[src/rtl/ioexp_pkg.sv]
package ioexp_pkg;
  localparam int DATA_W      = 8;
  localparam int FRAME_W     = 2 * DATA_W;
  localparam int ADDR_NORMAL = 4;
  localparam int ADDR_ECHO   = 3;
  localparam int SR_W        = FRAME_W - ADDR_NORMAL;
  localparam int CNT_W       = $clog2(FRAME_W + 2);

  localparam logic [2:0] CMD_WRITE   = 3'b000;
  localparam logic [2:0] CMD_DRIVE   = 3'b001;
  localparam logic [2:0] CMD_RD_PINS = 3'b010;
  localparam logic [2:0] CMD_RD_REG  = 3'b011;
  localparam logic [2:0] CMD_SET_OE  = 3'b100;
  localparam logic [2:0] CMD_CLR_OE  = 3'b101;

  localparam logic ACK_LEVEL = 1'b0;

  function automatic logic maj3(input logic a, input logic b, input logic c);
    return (a & b) | (a & c) | (b & c);
  endfunction

  // Address compare on the shift contents just after the last address bit.
  function automatic logic addr_ok(input logic echo, input logic [SR_W-1:0] s,
                                   input logic [ADDR_NORMAL-1:0] strap);
    if (echo) return s[ADDR_ECHO-1:0] == strap[ADDR_ECHO-1:0];
    return s[ADDR_NORMAL-1:0] == strap;
  endfunction

  // Command field; lsb is where the normal-mode field sits in the shifter.
  // Echo mode forces the top command bit to zero.
  function automatic logic [2:0] cmd_at(input logic echo, input logic [SR_W-1:0] s,
                                        input int lsb);
    if (echo) return {1'b0, s[lsb+1 +: 2]};
    return s[lsb +: 3];
  endfunction

  // Echo-back tap: after c rises, address bits sit at s[2], command bits at s[1].
  function automatic logic echo_tap(input logic [CNT_W-1:0] c, input logic [SR_W-1:0] s);
    if (c <= CNT_W'(ADDR_ECHO + 2)) return s[ADDR_ECHO-1];
    return s[1];
  endfunction

  function automatic logic data_tap(input logic [DATA_W-1:0] b, input logic [CNT_W-1:0] c);
    int idx;
    idx = FRAME_W - 1 - int'(c);
    return b[idx];
  endfunction
endpackage

[src/rtl/ioexp_sync.sv]
module ioexp_sync #(
  parameter int W = 1,
  parameter int STAGES = 2,
  parameter logic [W-1:0] RST_VAL = '0
) (
  input  logic         clk,
  input  logic         rst_n,
  input  logic [W-1:0] d,
  output logic [W-1:0] q
);
  logic [W-1:0] stg [STAGES];

  always_ff @(posedge clk or negedge rst_n) begin
    if (!rst_n) begin
      for (int i = 0; i < STAGES; i++) stg[i] <= RST_VAL;
    end else begin
      stg[0] <= d;
      for (int i = 1; i < STAGES; i++) stg[i] <= stg[i-1];
    end
  end

  assign q = stg[STAGES-1];
endmodule

[src/rtl/ioexp_front.sv]
module ioexp_front
  import ioexp_pkg::*;
#(
  parameter int SYNC_STAGES = 2
) (
  input  logic clk,
  input  logic rst_n,
  input  logic en_raw,
  input  logic sclk_raw,
  input  logic di_raw,
  output logic busy,
  output logic en_fall,
  output logic en_rise,
  output logic sclk_rise,
  output logic sclk_fall,
  output logic di_vote
);
  logic [2:0] s_q;
  logic       en_p, sclk_p;
  logic [1:0] di_h;

  ioexp_sync #(.W(3), .STAGES(SYNC_STAGES), .RST_VAL(3'b100)) u_sync (
    .clk(clk), .rst_n(rst_n), .d({en_raw, sclk_raw, di_raw}), .q(s_q)
  );

  always_ff @(posedge clk or negedge rst_n) begin
    if (!rst_n) begin
      en_p   <= 1'b1;
      sclk_p <= 1'b0;
      di_h   <= '0;
    end else begin
      en_p   <= s_q[2];
      sclk_p <= s_q[1];
      di_h   <= {di_h[0], s_q[0]};
    end
  end

  assign busy      = ~s_q[2];
  assign en_fall   = en_p & ~s_q[2];
  assign en_rise   = ~en_p & s_q[2];
  assign sclk_rise = s_q[1] & ~sclk_p;
  assign sclk_fall = ~s_q[1] & sclk_p;
  assign di_vote   = maj3(s_q[0], di_h[0], di_h[1]);
endmodule

[src/rtl/ioexp_port.sv]
module ioexp_port #(
  parameter int W = 8
) (
  input  logic [W-1:0] latch,
  input  logic         drive_en,
  input  logic         nch,
  output logic [W-1:0] pin_out,
  output logic [W-1:0] pin_oe
);
  for (genvar i = 0; i < W; i++) begin : g_bit
    // N-channel pulls low on a 0; P-channel pushes high on a 1.
    assign pin_out[i] = ~nch;
    assign pin_oe[i]  = drive_en & (nch ? ~latch[i] : latch[i]);
  end
endmodule

[src/rtl/ioexp_slave.sv]
module ioexp_slave
  import ioexp_pkg::*;
#(
  parameter int SYNC_STAGES = 2
) (
  input  logic              clk,
  input  logic              rst_n,
  input  logic              echo_mode,
  input  logic              od_nch,
  input  logic [3:0]        addr_strap,
  input  logic              ser_en,
  input  logic              ser_clk,
  input  logic              ser_di,
  output logic              ser_do,
  output logic              ser_do_oe,
  input  logic [DATA_W-1:0] pin_in,
  output logic [DATA_W-1:0] pin_out,
  output logic [DATA_W-1:0] pin_oe
);
  localparam logic [CNT_W-1:0] CNT_FULL = CNT_W'(FRAME_W);
  localparam logic [CNT_W-1:0] CNT_SAT  = CNT_W'(FRAME_W + 1);
  localparam logic [CNT_W-1:0] CNT_DATA = CNT_W'(DATA_W);

  logic busy, en_fall, en_rise, sclk_rise, sclk_fall, di_vote;

  logic [SR_W-1:0]   sr;
  logic [CNT_W-1:0]  cnt;
  logic              match_q;
  logic [DATA_W-1:0] tx_byte, out_reg, port_q;
  logic              flag_q, do_q, do_oe_q;

  // Named internal events for the checker.
  logic [SR_W-1:0]   sr_next;
  logic [CNT_W-1:0]  addr_len;
  logic              cmd_fire, do_step;
  logic [2:0]        run_cmd, early_cmd;
  logic [DATA_W-1:0] data_src;
  logic              do_next;

  ioexp_front #(.SYNC_STAGES(SYNC_STAGES)) u_front (
    .clk(clk), .rst_n(rst_n), .en_raw(ser_en), .sclk_raw(ser_clk), .di_raw(ser_di),
    .busy(busy), .en_fall(en_fall), .en_rise(en_rise),
    .sclk_rise(sclk_rise), .sclk_fall(sclk_fall), .di_vote(di_vote)
  );

  assign sr_next   = {sr[SR_W-2:0], di_vote};
  assign addr_len  = echo_mode ? CNT_W'(ADDR_ECHO) : CNT_W'(ADDR_NORMAL);
  assign run_cmd   = cmd_at(echo_mode, sr, 9);
  assign early_cmd = cmd_at(echo_mode, sr, 1);
  assign cmd_fire  = en_rise && (cnt == CNT_FULL) && match_q;
  assign do_step   = busy && !en_fall && sclk_fall && match_q &&
                     (cnt >= addr_len) && (cnt < CNT_FULL);
  assign data_src  = (cnt == CNT_DATA && early_cmd == CMD_RD_REG) ? out_reg : tx_byte;
  assign do_next   = (cnt < CNT_DATA) ? (echo_mode ? echo_tap(cnt, sr) : ACK_LEVEL)
                                      : data_tap(data_src, cnt);

  always_ff @(posedge clk or negedge rst_n) begin
    if (!rst_n) begin
      sr      <= '0;
      cnt     <= '0;
      match_q <= 1'b0;
      tx_byte <= '0;
      out_reg <= '0;
      port_q  <= '0;
      flag_q  <= 1'b0;
      do_q    <= 1'b0;
      do_oe_q <= 1'b0;
    end else if (en_fall) begin
      cnt     <= '0;
      match_q <= 1'b0;
      do_oe_q <= 1'b0;
      tx_byte <= pin_in;
    end else if (en_rise) begin
      cnt     <= '0;
      match_q <= 1'b0;
      do_oe_q <= 1'b0;
      if (cmd_fire) begin
        case (run_cmd)
          CMD_WRITE:  out_reg <= sr[DATA_W-1:0];
          CMD_DRIVE:  port_q  <= out_reg;
          CMD_SET_OE: flag_q  <= 1'b1;
          CMD_CLR_OE: flag_q  <= 1'b0;
          default: ;
        endcase
      end
    end else if (busy && sclk_rise) begin
      sr <= sr_next;
      if (cnt != CNT_SAT) cnt <= cnt + CNT_W'(1);
      if (cnt + CNT_W'(1) == addr_len) match_q <= addr_ok(echo_mode, sr_next, addr_strap);
    end else if (do_step) begin
      do_oe_q <= 1'b1;
      do_q    <= do_next;
      if (cnt == CNT_DATA) tx_byte <= data_src;
    end
  end

  assign ser_do    = do_q;
  assign ser_do_oe = do_oe_q;

  ioexp_port #(.W(DATA_W)) u_port (
    .latch(port_q), .drive_en(flag_q), .nch(echo_mode & od_nch),
    .pin_out(pin_out), .pin_oe(pin_oe)
  );
endmodule

[config.mk]
export PLATFORM = sky130hd
export DESIGN_NAME = ioexp_slave
export DESIGN_NICKNAME = d
export VERILOG_FILES = /design/src/rtl/ioexp_pkg.sv /design/src/rtl/ioexp_sync.sv /design/src/rtl/ioexp_front.sv /design/src/rtl/ioexp_port.sv /design/src/rtl/ioexp_slave.sv
export SDC_FILE = /design/constraint.sdc
export NUM_CORES = 1
export LEC_CHECK = 0
export ABC_AREA = 1
export CAP_MARGIN = 20
export CORE_MARGIN = 1
export CORE_UTILIZATION = 59
export DETAILED_ROUTE_END_ITERATION = 10
export GPL_TIMING_DRIVEN = 0
export HOLD_SLACK_MARGIN = 0.05
export PLACE_DENSITY = 0.95
export SYNTH_ARGS = -nofsm -noshare
export SYNTH_HDL_FRONTEND = slang
export SYNTH_SLANG_ARGS = --single-unit
[constraint.sdc]
create_clock -name clk -period 3.2 [get_ports clk]
set_input_delay 0.48 -clock clk [delete_from_list [all_inputs] [get_ports clk]]
set_output_delay 0.48 -clock clk [all_outputs]
set_load 0.05 [all_outputs]
==> impl_metrics.ini, run 1 <==
[outcome]
status = finished, final reports clean

[clock_tree]
h-tree-depth = 2
postCtsSetupBuffers = 0
cts_tree = built
clkSlewWorstSetupHoldPaths_ns = 0.10
cts_max_path_buffers = 2
worstSkewPairLatency_ns = 0.31
cts-root-buf = clkbuf_8
cts_made_buffers = 5
cts_sinks = 55
hold_buffers = 0

[layout]
area_delta_synth_final_pct = 19.2
fin_cells = 472
drive_above_1_share = 0.109
diodes = 0
largest_reg_flops = 12
regMostFlops = sr
stdcell_area_um2 = 3480
nNetsFinal = 432

[logic_synthesis]
synthFlopType = dfrtp_1
ys_ff_latch = 55
synth_area_per_cell_um2 = 8.12
synth_top_area_frac = 0.445
ys_async_sr_fraction = 1.00
ys_top_cells_by_area = dfrtp_1 (45%), nand2_1 (11%), o21ai_0 (6.2%), inv_1 (5.9%), ha_1 (3.9%)
syn_nets = 388
yosysSeqAreaShare = 0.472
synth_area_leader_cell = dfrtp_1
ys_warn_count = 0
synth-edff-count = 0
synth_common_cells = nand2_1 (85), dfrtp_1 (52), inv_1 (46)
syn_inst = 360
ys_types = 37
syn_area_um2 = 2920
synth_most_common_cell = nand2_1

[sta]
slew_headroom = 0.646
min_period_ns = 3.10
slew_viol_final = 0
skew_ns = 0.00782
hold_viol = 0
clock.fmax_mhz = 323
period_share = 0.969
fin_setup_tns_ns = 0
setup_viol = 0
tightest_slew_ns = 0.531

[global_routing]
globalRouteOverflowTotal = 0
grt_max_degree = 35
first_global_vias = 2397
track_usage = 0.258
antenna_found_initial = 0
grt_pass1_wl_um = 10400

[place]
dp_hpwl_um = 4730
portBuffers = 36
dp.cells = 464
place.gp.congestion = 0.877
placed_area_um2 = 3380

[drt]
num_vias = 2484
drc_errors = 0
wl_per_cell_um = 13.4
drtIter0Drc = 191
antenna_left = 0
wirelength_um = 6330
vias_per_cell = 5.26
drt_pass1_iterations = 4

[critical_path]
r2r_cells = 12
crit_path_start_kind = input port
worstPathMaxFanout = 17
crit_cells = 6
worstPathRequired_ns = 2.72
slowest_stage = clkdlybuf4s50_1
crit_path_frequent_cell = clkdlybuf4s50_1
path_buf_inv = 4
worstPathCellList = clkdlybuf4s50_1 > buf_6 > nand2_1 > clkbuf_2 > a21oi_1 > clkdlybuf4s50_1
cp.arrival_ns = 2.62
setup.worst_path.class = input port to output pin
slowest_delay_ns = 0.82
end_kind = output pin
cp_top_family = buffers and inverters

[floorplanning]
die_w_um = 72.4
initial_core_util = 0.615
core_area_um2 = 4750
dieArea_um2 = 5240
die_height_um = 72.4
pin_count = 37
fp-row-count = 25

[pwr]
powerDensity_nw_per_um2 = 467
ir_drop_uv = 346
p_leak_nw = 1.71

[hold_path]
hold_class = input port to asynchronous set/reset pin

[flow_run]
drv_cap = 0
[layout make-up]
cell class	count	area (µm²)
sequential	55	1380
fill	363	1270
multi-input combinational	234	1230
timing repair buffer	37	390
inverter	56	213
buffer	15	101
tap	67	83.8
clock buffer	6	72.6
clock inverter	2	12.5
[cells by family after synthesis]
logic type | count (synthesis) | share of synthesized area
AOI/OAI and AO/OA | 79 | 0.149
xor gates and xnor gates | 3 | 0.00899
adders and majority gates | 9 | 0.0385
buffers and inverters | 71 | 0.107
DFF | 55 | 0.472
muxes | 2 | 0.00770
and+or+nand+nor | 141 | 0.217
[power breakdown]
group	leakage, nW	switching [mW]	internal, mW
combinational	0.954	0.274	0.153
clock	0.0412	0.226	0.153
sequential	0.717	0.0569	0.764
[path summary, 6_finish.rpt]
kind                                        from                  end  slack (ns)
max                                    echo_mode            pin_oe[1]         0.1
min                                        rst_n           tx_byte[5]        0.13
max reg2reg                               cnt[0]           tx_byte[2]        1.14
min reg2reg                u_front.u_sync.stg[4]  u_front.u_sync.q[1]        0.36
max in group asynchronous                  rst_n               flag_q        2.51
min in group clk           u_front.u_sync.stg[4]  u_front.u_sync.q[1]        0.36
[cell usage in the layout, fill, tap and decap left out, types with 2 or more instances in the layout]
master	Yosys	layout
nand2_2	2	2
o21ai_0	36	36
xor2_1	2	2
mux2_1	2	2
nor2_1	20	20
ha_1	9	9
a21oi_4	2	2
nand4_1	7	7
buf_6	2	2
o22ai_1	2	2
dfstp_2	3	3
buf_2	2	3
buf_4	7	7
nand3_1	19	19
clkdlybuf4s50_1	0	29
clkbuf_8	0	5
inv_2	8	8
inv_1	46	46
o21ai_1	16	16
nand2_1	85	85
a21oi_1	18	18
clkbuf_1	4	4
dfrtp_1	52	52
dlymetal6s2s_1	0	6
[per-layer routing]
layer  part of all wire  GRT usage  vias to the layer above
li1                   -          -                     1239
met1               0.43      0.324                     1167
met2               0.51      0.449                       68
met3              0.048     0.0458                       10
met4              0.012     0.0915                        0
met5                  0          0                        -
[what timing repair did]
action | 4_1_cts | 5_1_grt
cloned | 0 | 0
endpoints found under the setup margin | 9 | 6
resized for setup | 1 | 6
[through the flow]
stage	setup slack, ns	util	power [mW]	hold slack [ns]
floorplan	0.253	-	1.12	0.184
global placement	-0.119	0.708	1.23	0.340
detailed placement	-0.209	0.712	1.25	0.336
CTS	0.0194	0.730	1.63	0.147
global route	-0.000951	0.733	1.72	0.165
finish	0.0993	0.733	1.63	0.130
Note: power is estimated with default switching activity, not from simulation.
==> run 2, diff against run 1 <==
Settings changed: CORE_MARGIN 1 to 2.
==> run 2 against run 1 <==
  * Sequential power about the same
  * Maximum frequency about the same
  * Non-clock buffer count unchanged
  * Combinational power increased by 1%
  * Largest power group unchanged
  * Critical endpoint is now pin_oe[3]
  * Clock skew increased by 0.0022 ns
  * Worst setup slack improved by 0.0028 ns
  * Die area increased by 5.6%
  * Total power increased by 6.7%
  * Clock-buffer cell count unchanged
==> impl_metrics.ini, run 2 (synthesized netlist as in run 1, its figures left out) <==
[outcome]
status = finished, final reports clean

[critical_path]
cp.arrival_ns = 2.62
worstPathRequired_ns = 2.72
setup.worst_path.class = input port to output pin
end_kind = output pin
worstPathMaxFanout = 17
r2r_cells = 12
r2r_slack_ns = 1.06
crit_path_start_kind = input port
worstReg2RegStart = cnt[0]
reg2reg_to = tx_byte[2]

[pwr]
powerDensity_nw_per_um2 = 493
p_leak_nw = 1.75
ir_drop_uv = 344

[sta]
clock.fmax_mhz = 323
rsz0062_at_grt = false
period_share = 0.968
min_period_ns = 3.10
skew_ns = 0.0100
slew_headroom = 0.662
setup_viol = 0
tightest_slew_ns = 0.506
hold_viol = 0
fin_setup_tns_ns = 0
slew_viol_final = 0

[layout]
nNetsFinal = 432
fin_cells = 472
largest_reg_flops = 12
regArea_um2 = 1380
multiInputGateArea_um2 = 1230
regMostFlops = sr
stdcell_area_um2 = 3520
drive_above_1_share = 0.111
area_delta_synth_final_pct = 20.4
layout_commonest_cell = nand2_1
mostFrequentLayoutCells = nand2_1 (85), dfrtp_1 (52), inv_1 (46)
num-fill-cells = 357
diodes = 0

[drt]
drtIter0Drc = 209
wirelength_um = 6430
drt_pass1_iterations = 5
wl_per_cell_um = 13.6
num_vias = 2540
vias_per_cell = 5.38
drc_errors = 0
antenna_left = 0

[global_routing]
track_usage = 0.249
grt_max_degree = 36
first_global_vias = 2298
antenna_found_initial = 0
grt_pass1_wl_um = 10400
globalRouteOverflowTotal = 0

[place]
dp.cells = 464
portBuffers = 36
place.gp.congestion = 0.889
dp_hpwl_um = 4840
placed_area_um2 = 3380

[clock_tree]
hold_buffers = 0
clkSlewWorstSetupHoldPaths_ns = 0.10
cts-root-buf = clkbuf_8
cts_max_path_buffers = 2
cts_sinks = 55
h-tree-depth = 2
cts_tree = built
worstSkewPairLatency_ns = 0.32
cts_made_buffers = 5

[floorplanning]
die_w_um = 74.4
initial_core_util = 0.615
dieArea_um2 = 5540
core_area_um2 = 4750
fp-row-count = 25
die_height_um = 74.4
pin_count = 37

[flow_run]
drv_cap = 0

[hold_path]
hold_class = input port to asynchronous set/reset pin
[run 2: changes by cell type in the layout (fill, tap and decap cells not counted)]
| cell | before | now |
|---|---|---|
| bufinv_16 | 0 | 1 |
| dlymetal6s2s_1 | 6 | 7 |
| clkbuf_8 | 5 | 6 |
| clkinvlp_4 | 1 | 0 |
| clkdlybuf4s50_1 | 29 | 28 |
| clkbuf_1 | 4 | 3 |
[run 2: power by group]
group          total (mW)  internal (mW)  switching, mW  leakage (nW)
clock network       0.481          0.253          0.228        0.0612
registers           0.821          0.764         0.0567         0.717
logic               0.434          0.155          0.280         0.972
[run 2: layer usage]
layer  part of all wire  GRT usage  vias up
li1                   -          -     1241
met1               0.42      0.321     1174
met2               0.50      0.427      113
met3              0.061     0.0461       12
met4              0.017     0.0794        0
met5                  0          0        -
[run 2: worst max-delay path, stage by stage]
cell and delay [ns]:
clkdlybuf4s50_1 0.54, buf_6 0.18, nand2_1 0.16, clkbuf_2 0.26
a21oi_1 0.18, clkdlybuf4s50_1 0.81
[run 2: how the worst max path moves through the flow]
stage | from | endpoint
6_report | echo_mode | pin_oe[3]
5_1_grt | echo_mode | pin_oe[3]
4_1_cts | echo_mode | pin_oe[2]
3_5_place_dp | echo_mode | pin_oe[2]
3_3_place_gp | echo_mode | pin_oe[2]
2_1_floorplan | echo_mode | pin_oe[2]
[run 2: final cells by class]
class	instances	area share
flip-flops and latches	55	0.392
multi-input cells	234	0.350
repair buffers	37	0.112
well taps	67	0.0238
clock buffers	6	0.0235
plain buffers	15	0.0288
clock inverters	2	0.00995
inverters	56	0.0604
[run 2: per-stage QoR]
step,total power [mW],hold WS (ns),util,worst slack (ns)
after detailed placement,1.26,0.344,0.712,-0.162
final,1.74,0.108,0.740,0.102
after CTS,1.74,0.128,0.737,0.0444
after global placement,1.23,0.338,0.708,-0.122
after global routing,1.83,0.158,0.740,0.00541
after floorplan,1.12,0.184,-,0.253
[run 2: timing repair]
item                                   in CTS  in global routing
setup buffers                               0                  0
setup endpoints to repair                   9                  7
endpoints found under the hold margin       0                  0
gates resized for setup                     1                  7
==> run 3, diff against run 2 <==
Settings changed: CORE_UTILIZATION 59 to 55, PLACE_DENSITY 0.95 to 0.9.
Clock period 3.2 ns to 3.4 ns, I/O delays scaled along.
==> run 3 against run 2 <==
  * Register-to-register slack improved by 0.21 ns
  * Critical endpoint is now pin_oe[2]
  * Die area up 6.9%
  * Global-route usage fell by 1.1 points
  * Routed wire length increased by 0.64%
  * Hold slack lost 0.033 ns
  * Cell area decreased by 0.39%
  * Non-clock buffer count is the same
  * Cell count up 0.64%
  * Clock-buffer cell count unchanged
==> impl_metrics.ini, run 3 (synthesized netlist as in run 1, its figures left out) <==
[place]
dp_hpwl_um = 4890
portBuffers = 36
place.gp.congestion = 0.869
dp.cells = 467

[sta]
hold_viol = 0
tightest_slew_ns = 0.508
rsz0062_at_grt = false
skew_ns = 0.00732
slew_viol_final = 0
period_share = 0.950
clock.fmax_mhz = 310
slew_headroom = 0.660
min_period_ns = 3.23
setup_viol = 0

[drt]
wirelength_um = 6470
antenna_left = 0
drt_pass1_iterations = 4
num_vias = 2539
wl_per_cell_um = 13.6
vias_per_cell = 5.35
drtIter0Drc = 206
drc_errors = 0

[floorplanning]
pin_count = 37
die_height_um = 76.9
initial_core_util = 0.573
core_area_um2 = 5110
die_w_um = 76.9
dieArea_um2 = 5920
fp-row-count = 26

[layout]
postLayoutCoreUtil = 0.686
largest_reg_flops = 12
regMostFlops = sr
num-fill-cells = 414
drive_above_1_share = 0.111
diodes = 0
fin_cells = 475
layout_commonest_cell = nand2_1
mostFrequentLayoutCells = nand2_1 (85), dfrtp_1 (52), inv_1 (46)
nNetsFinal = 432
area_delta_synth_final_pct = 19.9

[pwr]
powerDensity_nw_per_um2 = 465
power_mw = 1.63
netSwitchingPower_mw = 0.527
power_frac_clock = 0.275
p_leak_nw = 1.62
power.sequential.fraction = 0.475
combPwrFrac = 0.251
p_int_mw = 1.10
ir_drop_uv = 282
sw_frac_of_total = 0.323

[clock_tree]
h-tree-depth = 2
cts_tree = built
cts_made_buffers = 5
cts_sinks = 55
worstSkewPairLatency_ns = 0.31
clkSlewWorstSetupHoldPaths_ns = 0.10
cts_max_path_buffers = 2
cts-root-buf = clkbuf_8

[global_routing]
first_global_vias = 2514
grt_max_degree = 45
antenna_found_initial = 0
grt_pass1_wl_um = 11200
globalRouteOverflowTotal = 0
track_usage = 0.238

[critical_path]
crit_path_start_kind = input port
end_kind = output pin
cp.arrival_ns = 2.72
worstPathMaxFanout = 17
setup.worst_path.class = input port to output pin
r2r_cells = 13
worstPathRequired_ns = 2.89

[outcome]
status = finished, final reports clean

[hold_path]
hold_class = input port to asynchronous set/reset pin

[flow_run]
drv_cap = 0
==> run 3: cell count changes in the layout (fill, tap and decap cells not counted), sizes merged <==
cell           delta
dlymetal6s2s      -7
clkdlybuf4s50     +7
==> run 3: critical path, stage by stage <==
cell	delay, ns
clkdlybuf4s50_1	0.48
buf_6	0.18
nand2_1	0.17
clkbuf_2	0.31
o21ai_0	0.12
a21oi_1	0.12
clkdlybuf4s50_1	0.82
==> run 3: area by class of cell <==
type,instances,area (µm²),area share
clock inverters,2,35.0,0.00999
flip-flops and latches,55,1380,0.394
multi-input cells,234,1230,0.351
plain buffers,15,101,0.0289
repair buffers,37,375,0.107
well taps,70,87.6,0.0250
inverters,56,213,0.0607
clock buffers,6,82.6,0.0236
==> run 3: worst paths after layout <==
path	end	slack (ns)	startpoint
max	pin_oe[2]	0.17	echo_mode
min	ser_do	0.07	rst_n
max reg2reg	tx_byte[6]	1.27	cnt[0]
min reg2reg	u_front.u_sync.q[1]	0.36	u_front.u_sync.stg[4]
max in group asynchronous	u_front.en_p	2.75	rst_n
min in group clk	u_front.u_sync.q[1]	0.36	u_front.u_sync.stg[4]
==> run 3: power by group through the flow <==
stage	clock, mW	combinational (mW)	sequential, mW
floorplan	0	0.283	0.774
global placement	0	0.375	0.779
detailed placement	0	0.400	0.784
CTS	0.456	0.406	0.772
global route	0.490	0.457	0.780
finish	0.448	0.409	0.773
==> run 3: routing by layer <==
layer,part of all wire,up-vias,track usage
li1,-,1245,-
met1,0.42,1190,0.293
met2,0.50,89,0.402
met3,0.058,15,0.0565
met4,0.024,0,0.0945
met5,0,-,0
==> run 3: per-stage QoR <==
stage               setup WS [ns]  hold WS (ns)  setup TNS, ns  cell area (µm²)
finish                      0.170        0.0745              0             3510
global route              0.00268        0.0769              0             3510
CTS                         0.158        0.0771              0             3510
detailed placement        -0.0826         0.336        -0.0826             3390
global placement           0.0111         0.337              0             3370
floorplan                   0.393         0.214              0             2920
==> run 3: timing repair <==
item,CTS,global route
endpoints found under the setup margin,1,0
hold buffers,0,0
setup buffers,0,0
gates resized for setup,1,0
